File: config.mk
export PLATFORM = sky130hd
export DESIGN_NAME = serial_rx_fifo
export DESIGN_NICKNAME = d
export VERILOG_FILES = /design/src/rtl/serial_rx_pkg.sv /design/src/rtl/serial_rx_ring.sv /design/src/rtl/serial_rx_trigger.sv /design/src/rtl/serial_rx_regs.sv /design/src/rtl/serial_rx_fifo.sv
export SDC_FILE = /design/constraint.sdc
export NUM_CORES = 1
export LEC_CHECK = 0
export ABC_AREA = 1
export BUFFER_PORTS_ARGS = -buffer_cell sky130_fd_sc_hd__buf_2
export CAP_MARGIN = 20
export CELL_PAD_IN_SITES_DETAIL_PLACEMENT = 0
export CELL_PAD_IN_SITES_GLOBAL_PLACEMENT = 1
export CORE_MARGIN = 2
export CORE_UTILIZATION = 40
export CTS_CLUSTER_DIAMETER = 200
export DETAILED_ROUTE_END_ITERATION = 8
export PLACE_DENSITY = 0.75
export SETUP_SLACK_MARGIN = 0.4
export SYNTH_ARGS = -nofsm -noshare
export SYNTH_HDL_FRONTEND = slang
export SYNTH_HIERARCHICAL = 1
export SYNTH_SLANG_ARGS = --single-unit
File: constraint.sdc
create_clock -name clk -period 1.2 [get_ports clk]
set_input_delay 0.24 -clock clk [delete_from_list [all_inputs] [get_ports clk]]
set_output_delay 0.24 -clock clk [all_outputs]
set_load 0.005 [all_outputs]
File: src/rtl/serial_rx_pkg.sv
package serial_rx_pkg;

  localparam int REG_W  = 8;
  localparam int ADDR_W = 6;

  localparam logic [ADDR_W-1:0] OFS_CTRL = 6'h08;
  localparam logic [ADDR_W-1:0] OFS_STAT = 6'h10;
  localparam logic [ADDR_W-1:0] OFS_RXD  = 6'h14;
  localparam logic [ADDR_W-1:0] OFS_FCTL = 6'h18;

  localparam logic [REG_W-1:0] CTRL_WMASK = 8'hFA;

  localparam int CTRL_RXEN  = 4;
  localparam int CTRL_RIE   = 6;
  localparam int FCTL_FLUSH = 1;
  localparam int FCTL_TSEL  = 6;
  localparam int STAT_READY = 0;
  localparam int STAT_FULL  = 1;
  localparam int STAT_BRK   = 4;

  typedef enum logic [1:0] {
    TRG_ONE      = 2'b00,
    TRG_FOUR     = 2'b01,
    TRG_EIGHT    = 2'b10,
    TRG_FOURTEEN = 2'b11
  } trig_sel_e;

  function automatic int unsigned trig_depth(input trig_sel_e sel);
    unique case (sel)
      TRG_ONE:      return 1;
      TRG_FOUR:     return 4;
      TRG_EIGHT:    return 8;
      TRG_FOURTEEN: return 14;
      default:      return 1;
    endcase
  endfunction

endpackage

File: src/rtl/serial_rx_ring.sv
module serial_rx_ring #(
  parameter int DEPTH = 16,
  parameter int DW    = 8,
  localparam int PW   = $clog2(DEPTH),
  localparam int CW   = $clog2(DEPTH + 1)
) (
  input  logic          clk,
  input  logic          rst_n,
  input  logic          push_i,
  input  logic          pop_i,
  input  logic          flush_i,
  input  logic [DW-1:0] wdata_i,
  output logic [DW-1:0] rdata_o,
  output logic          empty_o,
  output logic          push_ok_o,
  output logic          pop_ok_o,
  output logic [CW-1:0] cnt_nxt_o
);

  logic [PW-1:0] head_q, head_n;
  logic [PW-1:0] tail_q, tail_n;
  logic [CW-1:0] count_q, count_n;
  logic          full, empty, push_ok, pop_ok;
  logic [DW-1:0] slot [DEPTH];

  function automatic logic [PW-1:0] step(input logic [PW-1:0] p);
    return (p == PW'(DEPTH - 1)) ? '0 : p + 1'b1;
  endfunction

  always_comb begin
    full    = (count_q == CW'(DEPTH));
    empty   = (count_q == '0);
    push_ok = push_i & ~full;
    pop_ok  = pop_i & ~empty;
    head_n  = head_q;
    tail_n  = tail_q;
    count_n = count_q;
    if (flush_i) begin
      head_n  = '0;
      tail_n  = '0;
      count_n = '0;
    end else begin
      if (push_ok) head_n = step(head_q);
      if (pop_ok)  tail_n = step(tail_q);
      unique case ({push_ok, pop_ok})
        2'b10:   count_n = count_q + 1'b1;
        2'b01:   count_n = count_q - 1'b1;
        default: count_n = count_q;
      endcase
    end
  end

  always_ff @(posedge clk or negedge rst_n) begin
    if (!rst_n) begin
      head_q  <= '0;
      tail_q  <= '0;
      count_q <= '0;
    end else begin
      head_q  <= head_n;
      tail_q  <= tail_n;
      count_q <= count_n;
    end
  end

  for (genvar g = 0; g < DEPTH; g++) begin : g_slot
    logic          wen;
    logic [DW-1:0] ent_q;
    assign wen = push_ok & ~flush_i & (head_q == PW'(g));
    always_ff @(posedge clk) begin
      if (wen) ent_q <= wdata_i;
    end
    assign slot[g] = ent_q;
  end

  assign rdata_o   = slot[tail_q];
  assign empty_o   = empty;
  assign push_ok_o = push_ok;
  assign pop_ok_o  = pop_ok;
  assign cnt_nxt_o = count_n;

endmodule

File: src/rtl/serial_rx_trigger.sv
module serial_rx_trigger
  import serial_rx_pkg::*;
#(
  parameter int CW = 5
) (
  input  logic          clk,
  input  logic          rst_n,
  input  logic [1:0]    lvl_sel_i,
  input  logic          push_ok_i,
  input  logic          pop_ok_i,
  input  logic          flush_i,
  input  logic          clr_i,
  input  logic          rie_i,
  input  logic [CW-1:0] cnt_nxt_i,
  output logic          rdf_o,
  output logic          irq_o
);

  logic [CW-1:0] lvl;
  logic          rdf_q, rdf_n;
  logic          irq_q, irq_n;

  assign lvl = CW'(trig_depth(trig_sel_e'(lvl_sel_i)));

  always_comb begin
    rdf_n = rdf_q;
    if (clr_i) rdf_n = 1'b0;
    if (pop_ok_i && (cnt_nxt_i < lvl)) rdf_n = 1'b0;
    if (push_ok_i && (cnt_nxt_i >= lvl)) rdf_n = 1'b1;
    if (flush_i) rdf_n = 1'b0;
    irq_n = rie_i & rdf_q;
  end

  always_ff @(posedge clk or negedge rst_n) begin
    if (!rst_n) begin
      rdf_q <= 1'b0;
      irq_q <= 1'b0;
    end else begin
      rdf_q <= rdf_n;
      irq_q <= irq_n;
    end
  end

  assign rdf_o = rdf_q;
  assign irq_o = irq_q;

endmodule

File: src/rtl/serial_rx_regs.sv
module serial_rx_regs
  import serial_rx_pkg::*;
(
  input  logic              clk,
  input  logic              rst_n,
  input  logic              bus_wr,
  input  logic              bus_rd,
  input  logic [ADDR_W-1:0] bus_addr,
  input  logic [REG_W-1:0]  bus_wdata,
  input  logic [REG_W-1:0]  fifo_rdata,
  input  logic              fifo_empty,
  input  logic              rdf_i,
  input  logic              brk_evt_i,
  output logic [REG_W-1:0]  bus_rdata,
  output logic              rx_en_o,
  output logic              rie_o,
  output logic [1:0]        lvl_sel_o,
  output logic              flush_o,
  output logic              clr_o,
  output logic              pop_req_o
);

  logic [REG_W-1:0] ctrl_q, ctrl_n;
  logic [REG_W-1:0] fcr_q, fcr_n;
  logic             brk_q, brk_n;
  logic [REG_W-1:0] rdata_q, rdata_n;
  logic [REG_W-1:0] stat;
  logic             wr_ctrl, wr_stat, wr_fctl;

  always_comb begin
    wr_ctrl = bus_wr && (bus_addr == OFS_CTRL);
    wr_stat = bus_wr && (bus_addr == OFS_STAT);
    wr_fctl = bus_wr && (bus_addr == OFS_FCTL);

    ctrl_n = wr_ctrl ? (bus_wdata & CTRL_WMASK) : ctrl_q;
    fcr_n  = wr_fctl ? bus_wdata : fcr_q;

    brk_n = brk_q;
    if (wr_stat && !bus_wdata[STAT_BRK]) brk_n = 1'b0;
    if (brk_evt_i) brk_n = 1'b1;

    stat             = '0;
    stat[STAT_READY] = ~fifo_empty;
    stat[STAT_FULL]  = rdf_i;
    stat[STAT_BRK]   = brk_q;

    unique case (bus_addr)
      OFS_CTRL: rdata_n = ctrl_q;
      OFS_STAT: rdata_n = stat;
      OFS_RXD:  rdata_n = fifo_empty ? '0 : fifo_rdata;
      OFS_FCTL: rdata_n = fcr_q;
      default:  rdata_n = '0;
    endcase
  end

  always_ff @(posedge clk or negedge rst_n) begin
    if (!rst_n) begin
      ctrl_q <= '0;
      fcr_q  <= '0;
      brk_q  <= 1'b0;
    end else begin
      ctrl_q <= ctrl_n;
      fcr_q  <= fcr_n;
      brk_q  <= brk_n;
    end
  end

  always_ff @(posedge clk or negedge rst_n) begin
    if (!rst_n)      rdata_q <= '0;
    else if (bus_rd) rdata_q <= rdata_n;
  end

  assign bus_rdata = rdata_q;
  assign rx_en_o   = ctrl_q[CTRL_RXEN];
  assign rie_o     = ctrl_q[CTRL_RIE];
  assign lvl_sel_o = fcr_q[FCTL_TSEL +: 2];
  assign flush_o   = wr_fctl && bus_wdata[FCTL_FLUSH];
  assign clr_o     = wr_stat && (!bus_wdata[STAT_READY] || !bus_wdata[STAT_FULL]);
  assign pop_req_o = bus_rd && (bus_addr == OFS_RXD);

endmodule

File: src/rtl/serial_rx_fifo.sv
module serial_rx_fifo
  import serial_rx_pkg::*;
#(
  parameter int DEPTH = 16,
  localparam int CW   = $clog2(DEPTH + 1)
) (
  input  logic              clk,
  input  logic              rst_n,
  input  logic              rx_valid,
  input  logic [REG_W-1:0]  rx_data,
  input  logic              rx_break,
  input  logic              bus_wr,
  input  logic              bus_rd,
  input  logic [ADDR_W-1:0] bus_addr,
  input  logic [REG_W-1:0]  bus_wdata,
  output logic [REG_W-1:0]  bus_rdata,
  output logic              rx_irq
);

  logic [1:0]       rst_sync_q;
  logic             rst_int_n;
  logic             rx_en, rie, flush, clr, pop_req, push_req;
  logic [1:0]       lvl_sel;
  logic             push_ok, pop_ok, fifo_empty, rdf;
  logic [CW-1:0]    cnt_nxt;
  logic [REG_W-1:0] fifo_rdata;

  always_ff @(posedge clk or negedge rst_n) begin
    if (!rst_n) rst_sync_q <= 2'b00;
    else        rst_sync_q <= {rst_sync_q[0], 1'b1};
  end
  assign rst_int_n = rst_sync_q[1];

  assign push_req = rx_valid & rx_en;

  serial_rx_regs u_regs (
    .clk        (clk),
    .rst_n      (rst_int_n),
    .bus_wr     (bus_wr),
    .bus_rd     (bus_rd),
    .bus_addr   (bus_addr),
    .bus_wdata  (bus_wdata),
    .fifo_rdata (fifo_rdata),
    .fifo_empty (fifo_empty),
    .rdf_i      (rdf),
    .brk_evt_i  (rx_break),
    .bus_rdata  (bus_rdata),
    .rx_en_o    (rx_en),
    .rie_o      (rie),
    .lvl_sel_o  (lvl_sel),
    .flush_o    (flush),
    .clr_o      (clr),
    .pop_req_o  (pop_req)
  );

  serial_rx_ring #(
    .DEPTH (DEPTH),
    .DW    (REG_W)
  ) u_fifo (
    .clk       (clk),
    .rst_n     (rst_int_n),
    .push_i    (push_req),
    .pop_i     (pop_req),
    .flush_i   (flush),
    .wdata_i   (rx_data),
    .rdata_o   (fifo_rdata),
    .empty_o   (fifo_empty),
    .push_ok_o (push_ok),
    .pop_ok_o  (pop_ok),
    .cnt_nxt_o (cnt_nxt)
  );

  serial_rx_trigger #(
    .CW (CW)
  ) u_trig (
    .clk       (clk),
    .rst_n     (rst_int_n),
    .lvl_sel_i (lvl_sel),
    .push_ok_i (push_ok),
    .pop_ok_i  (pop_ok),
    .flush_i   (flush),
    .clr_i     (clr),
    .rie_i     (rie),
    .cnt_nxt_i (cnt_nxt),
    .rdf_o     (rdf),
    .irq_o     (rx_irq)
  );

endmodule

# After elaboration in Yosys (flattened, before gate mapping)
# Cells that the tools add are included.
# op_classes
magnitude_cmp,3
add_sub_neg,4
bitwise_logic,25
muxes,20
n_eq_ne,26
reduce_logical,20
# op_table
op,count
$eq 4x4->1 const B,9
$bmux 8 s4,1
$pmux 8 s4,1
$mux 4,6
$mux 8,3
$and 1x1->1,21
$pmux 5 s4,1
$eq 6x5->1 const B,3
$eq 4x3->1 const B,4
$pmux 5 s2,1
$logic_and 1x1->1,9
$add 4x1->4 const B,2
$eq 4x2->1 const B,2
$eq 2x2->1 const B,3
$eq 6x4->1 const B,1
$mux 1,6
$reduce_bool 2->1,3
$add 5x1->5 const B,1
$eq 5x5->1 const B,1
$ge 5x5->1,1
$ge 5x5->1 const B,1
$logic_not 5->1,1
$lt 5x5->1,1
$mux 5,1
other kinds (10),15
# word_totals
elab_cells,124
input_bits,28
register_bits,168

# Logic depth before layout (Yosys ltp)
# depth
depth_word,11
ltp_mapped,21
ltp_nobuf,21

# Hierarchy
# Netlist, hierarchy kept.
# by_module_without_submodules
module,seq_area_each_um2,n_inst,cells_each,area_each_um2
serial_rx_ring,4169.0,1,692,6562.5
serial_rx_regs,575.6,1,159,1252.5
serial_rx_trigger,50.0,1,33,217.7
serial_rx_fifo,50.0,1,5,61.3

# Worst setup path before layout
# OpenSTA, ideal clock, no wires.
# synth_path
kind,input to register
start,in bus_rd
end,"reg u_trig.rdf_q, in the netlist u_trig/rdf_o"
path_slack_ns,-1.652
t_arrival_ns,2.709
required_ns,1.058
path_buffers,1
path_stages,18
path_cell_list,buf_2 clkinv_1 nor3_1 nand2_1 inv_2 ha_1 inv_1 fa_1 nand2_1 a21oi_1 a211oi_1 ha_1 nand2_1 inv_1 nand3_1 nand3_1 nand2_1 a21oi_2
# synth_between
elab_chain_len,10
elab_cells_between_ends,14
classes_between,order compare: 2; eq/ne: 2; mux: 5; bitwise: 1; reduce/logical: 4
# synth_rtl
element,line,rtl
"start, declared",serial_rx_fifo.sv:13,"input logic bus_rd,"
$logic_and 1x1->1 (*),serial_rx_regs.sv:79,assign pop_req_o = bus_rd && (bus_addr == OFS_RXD);
net pop_req,serial_rx_fifo.sv:22,"logic rx_en, rie, flush, clr, pop_req, push_req;"
$and 1x1->1 (*),serial_rx_ring.sv:34,pop_ok = pop_i & ~empty;
net pop_ok,serial_rx_fifo.sv:24,"logic push_ok, pop_ok, fifo_empty, rdf;"
$eq 2x1->1 or $eq 2x2->1 (tied branches),serial_rx_ring.sv:45,"unique case ({push_ok, pop_ok})"
$pmux 5 s2 (*),serial_rx_ring.sv:45,
$mux 5 (*),serial_rx_ring.sv:38,if (flush_i) begin
net cnt_nxt[2],serial_rx_fifo.sv:25,logic [CW-1:0] cnt_nxt;
$lt 5x5->1,serial_rx_trigger.sv:28,if (pop_ok_i && (cnt_nxt_i < lvl)) rdf_n = 1'b0;
$logic_and 1x1->1,serial_rx_trigger.sv:28,
$mux 1,serial_rx_trigger.sv:28,
$mux 1,serial_rx_trigger.sv:29,if (push_ok_i && (cnt_nxt_i >= lvl)) rdf_n = 1'b1;
$mux 1,serial_rx_trigger.sv:30,if (flush_i) rdf_n = 1'b0;
"end signal, assigned",serial_rx_trigger.sv:39,rdf_q <= rdf_n;
"end, declared",serial_rx_trigger.sv:20,"logic rdf_q, rdf_n;"
# The timed path passes the listed nets; every way through them passes the cells marked *.
# A chain may end at the register's enable or synchronous reset.

# Final worst setup path
# layout_path
start,reg u_fifo.count_q[3]
end,"reg u_trig.rdf_q, in the netlist u_trig/rdf_o"
# layout_between
elab_chain_len,11
elab_cells_between_ends,20
classes_between,add/sub: 2; order compare: 2; eq/ne: 3; mux: 5; bitwise: 4; reduce/logical: 4
# layout_rtl
element,line,rtl
"start, declared",serial_rx_ring.sv:22,"logic [CW-1:0] count_q, count_n;"
"start signal, assigned",serial_rx_ring.sv:61,count_q <= count_n;
$logic_not 5->1 (*),serial_rx_ring.sv:32,empty = (count_q == '0);
$not 1->1 (*),serial_rx_ring.sv:34,
$and 1x1->1 (*),serial_rx_ring.sv:34,
net pop_ok,serial_rx_fifo.sv:24,
$eq 2x1->1 or $eq 2x2->1 (tied branches),serial_rx_ring.sv:45,
$pmux 5 s2 (*),serial_rx_ring.sv:45,
$mux 5 (*),serial_rx_ring.sv:38,
net cnt_nxt[2],serial_rx_fifo.sv:25,
$lt 5x5->1,serial_rx_trigger.sv:28,
$logic_and 1x1->1,serial_rx_trigger.sv:28,
$mux 1,serial_rx_trigger.sv:28,
$mux 1,serial_rx_trigger.sv:29,
$mux 1,serial_rx_trigger.sv:30,
# Marked as above.

==> flow_summary.json <==
{
  "status": "complete, but fails checks",
  "placed_area_sq_um": 9680,
  "syn_to_final_growth_pct": 38.2,
  "start_util_pct": 40.4,
  "fin_crit_sh_pct": 215,
  "cp.required_ns": 1.52,
  "antenna_cells": 0,
  "die_area_sq_um": 21400,
  "avgSynthCellArea_sq_um": 9.10,
  "rr_worst_depth": 18,
  "place.gp.congestion": 0.829,
  "io_buffers": 36,
  "cpPeakStageDelay_ns": 0.40,
  "cts_sinks": 168,
  "cap_violations": 0,
  "async_flop_share_pct": 23.8,
  "final_cells": 1341,
  "crit_chain": "nor2_2, nand4_1, nand2_2, inv_4, ha_4, ha_4, buf_6, inv_2, nand2_2, a21oi_2, a211oi_2, ha_1, nand2_2, inv_2, nand3_2, nand3_2, nand2_2, a21oi_2",
  "wire_per_inst_microns": 15.4,
  "die_h_microns": 146,
  "setup_viol": 150,
  "place_hpwl_mm": 13.3,
  "cpLargestDelayFamily": "simple AND/OR/NAND/NOR gates",
  "met3_usage_pct": 3.66,
  "synth_top_cells_by_count": "nand2_1 (287), inv_1 (160), edfxtp_1 (128), nand3_1 (125), dfrtp_1 (40)",
  "fillCellCount": 1814,
  "path_max_fanout": 5,
  "totalPowerFinal_uw": 16700,
  "placementRows": 52,
  "syn_area_sq_um": 8090,
  "synth_enable_flop_cells": 128,
  "grt_overflow": 0,
  "drive_gt1_share_pct": 32.6,
  "cts-buffers-inserted": 17,
  "finalMaxSlewViolations": 0,
  "register_area_sq_um": 4850,
  "skew_ns": 0.00841,
  "first_pass_iters": 5,
  "synth_top_area_share_pct": 47.5,
  "htreeDepth": 4,
  "vdd_ir_drop_max_mv": 1.03,
  "min-delay-start": "bus_wdata[2]",
  "num_io_pins": 37,
  "top_usage_layer": "met2",
  "fmax_mhz": 387,
  "finalWorstSetupSlack_ns": -1.38,
  "rrSetupSlack_ns": -1.38,
  "cts_buffer_depth": 2,
  "synthDistinctLibCells": 32,
  "tritoncts": "yes",
  "synth_area_leaders": "edfxtp_1 (47%), nand2_1 (13%), dfrtp_1 (12%), nand3_1 (7.7%), inv_1 (7.4%)",
  "grt_pass1_wl_mm": 31.9,
  "ant_nets": 0,
  "fp.dieW_microns": 146,
  "yosysWarningCount": 6,
  "hold_path_class": "in2reg",
  "post-route-min-period_ns": 2.58,
  "slowest_stage": "dfrtp_1",
  "dp.cells": 1270,
  "drt_iter0_markers": 388,
  "cp.arrival_ns": 2.90,
  "grt_pass1_vias": 5958,
  "syn-num-nets": 931,
  "cp-start-kind": "flip-flop",
  "drc": 0,
  "cts-root-buf": "clkbuf_16",
  "r2r-start": "u_fifo/count_q[3]",
  "rsz0062_at_grt": "true",
  "crit_buf_inv": 4,
  "crit_type": "reg2reg",
  "fin_tns_setup_ns": -92.24,
  "endpoint_kind": "flip-flop",
  "use_met1_pct": 27.9,
  "multi_input_area_sq_um": 2960,
  "antenna_found_initial": 0,
  "synth_area_leader_cell": "edfxtp_1",
  "r2r_end": "u_trig/rdf_o",
  "yosysSeqAreaShare_pct": 59.9,
  "hold_viol": 0,
  "path_common_cell": "nand2_2",
  "p_leak_uw": 0.00523,
  "grtUsageTotal_pct": 19.5,
  "grt_use_met2_pct": 30.5,
  "yosysMostFrequentCell": "nand2_1",
  "grt_max_degree": 39,
  "nets": 1100,
  "drt-total-wl_mm": 20.7,
  "core_sq_um": 20000,
  "violations": "negative setup slack",
  "ys.flop_type": "edfxtp_1",
  "detail_route.vias_per_cell": 4.69,
  "power.density_nw_per_um2": 1490,
  "stdcell_area_sq_um": 11200,
  "path_clk_slew_ns": 0.07,
  "netlist_instances": 889,
  "min_to": "u_regs/fcr_q[2]",
  "holdPathStages": 3,
  "clk_latency_ns": 0.43,
  "via_count": 6295,
  "ys_seq_elements": 168
}
## layout by cell type (no fill, tap or decap), types with 8 or more instances in the layout
master,instances
dfrtp_1,37
edfxtp_1,128
clkbuf_16,18
buf_12,22
nor2_4,25
inv_1,146
buf_6,35
nand2_1,260
nand2_2,21
inv_2,20
buf_4,83
ha_1,8
buf_2,31
nand4_1,8
nand3_1,104
nand3_2,19
o21ai_2,9
nor2_1,8
nand2_4,13
## state kept, by name, indices dropped and copies added, names as in the netlist
register,flops
u_fifo/g_slot.ent_q,128
u_regs/bus_rdata,8
u_regs/fcr_q,8
u_regs/ctrl_q,6
u_fifo/count_q,5
u_fifo/head_q,4
u_fifo/tail_q,4
rst_sync_q,2
u_regs/brk_q,1
u_trig/irq_o,1
u_trig/rdf_o,1
## worst max path at each step
stage	from	end	cells after the start
global placement	bus_addr[5]	u_trig/rdf_o	19
finish	u_fifo/count_q[3]	u_trig/rdf_o	18
CTS	u_fifo/count_q[1]	u_trig/rdf_o	16
global route	u_fifo/count_q[3]	u_trig/rdf_o	18
detailed placement	bus_addr[5]	u_trig/rdf_o	19
floorplan	bus_addr[0]	u_trig/rdf_o	18
## logic make-up after synthesis
kind of cell | share of synthesized area [%]
other | 0.0463
flip-flops | 59.9
AND/OR/NAND/NOR | 25.0
buffers and inverters | 10.3
adder cells (fa/ha/maj) | 2.26
AO/OA/AOI/OAI | 2.18
XOR/XNOR | 0.325
## what timing repair did
action | CTS | global route
pin swaps | 32 | 47
endpoints found under the hold margin | 3 | 0
hold buffers | 2 | 0
setup buffers | 17 | 18
endpoints found under the setup margin | 174 | 174
cloned | 0 | 2
resized for setup | 44 | 90
## layout make-up
class,count,share of cell area [%]
clock buffers,18,3.84
clock inverters,14,1.68
inverters,176,6.30
multi-input cells,517,26.5
flip-flops and latches,168,43.3
well taps,270,3.02
repair buffers,178,15.4
## routing by layer
| metal | share of wire (%) | wire (microns) |
|---|---|---|
| met1 | 46 | 9570 |
| met5 | 0 | 0 |
| met3 | 4.7 | 967 |
| met4 | 1.3 | 275 |
| met2 | 48 | 9840 |
## stage by stage
stage / hold WS [ns] / setup slack [ns] / util, %
finish: 0.0814 / -1.38 / 55.8
global route: 0.0732 / -1.50 / 55.8
CTS: 0.0625 / -1.27 / 53.1
detailed placement: 0.0271 / -1.59 / 48.3
global placement: 0.0250 / -1.56 / 48.3
floorplan: -0.0556 / -1.31 / -
## tightest hold or removal path, stage by stage
cell and delay, ns:
buf_2 0.08, nand3_1 0.08, nand2_1 0.07
## power breakdown
group | internal (uW) | switching [uW] | total (uW)
Clock | 3170 | 2480 | 5660
Sequential | 6540 | 192 | 6730
Combinational | 1970 | 2350 | 4320
Total | 11700 | 5020 | 16700
No activity file was read; power rests on OpenSTA's default activity.
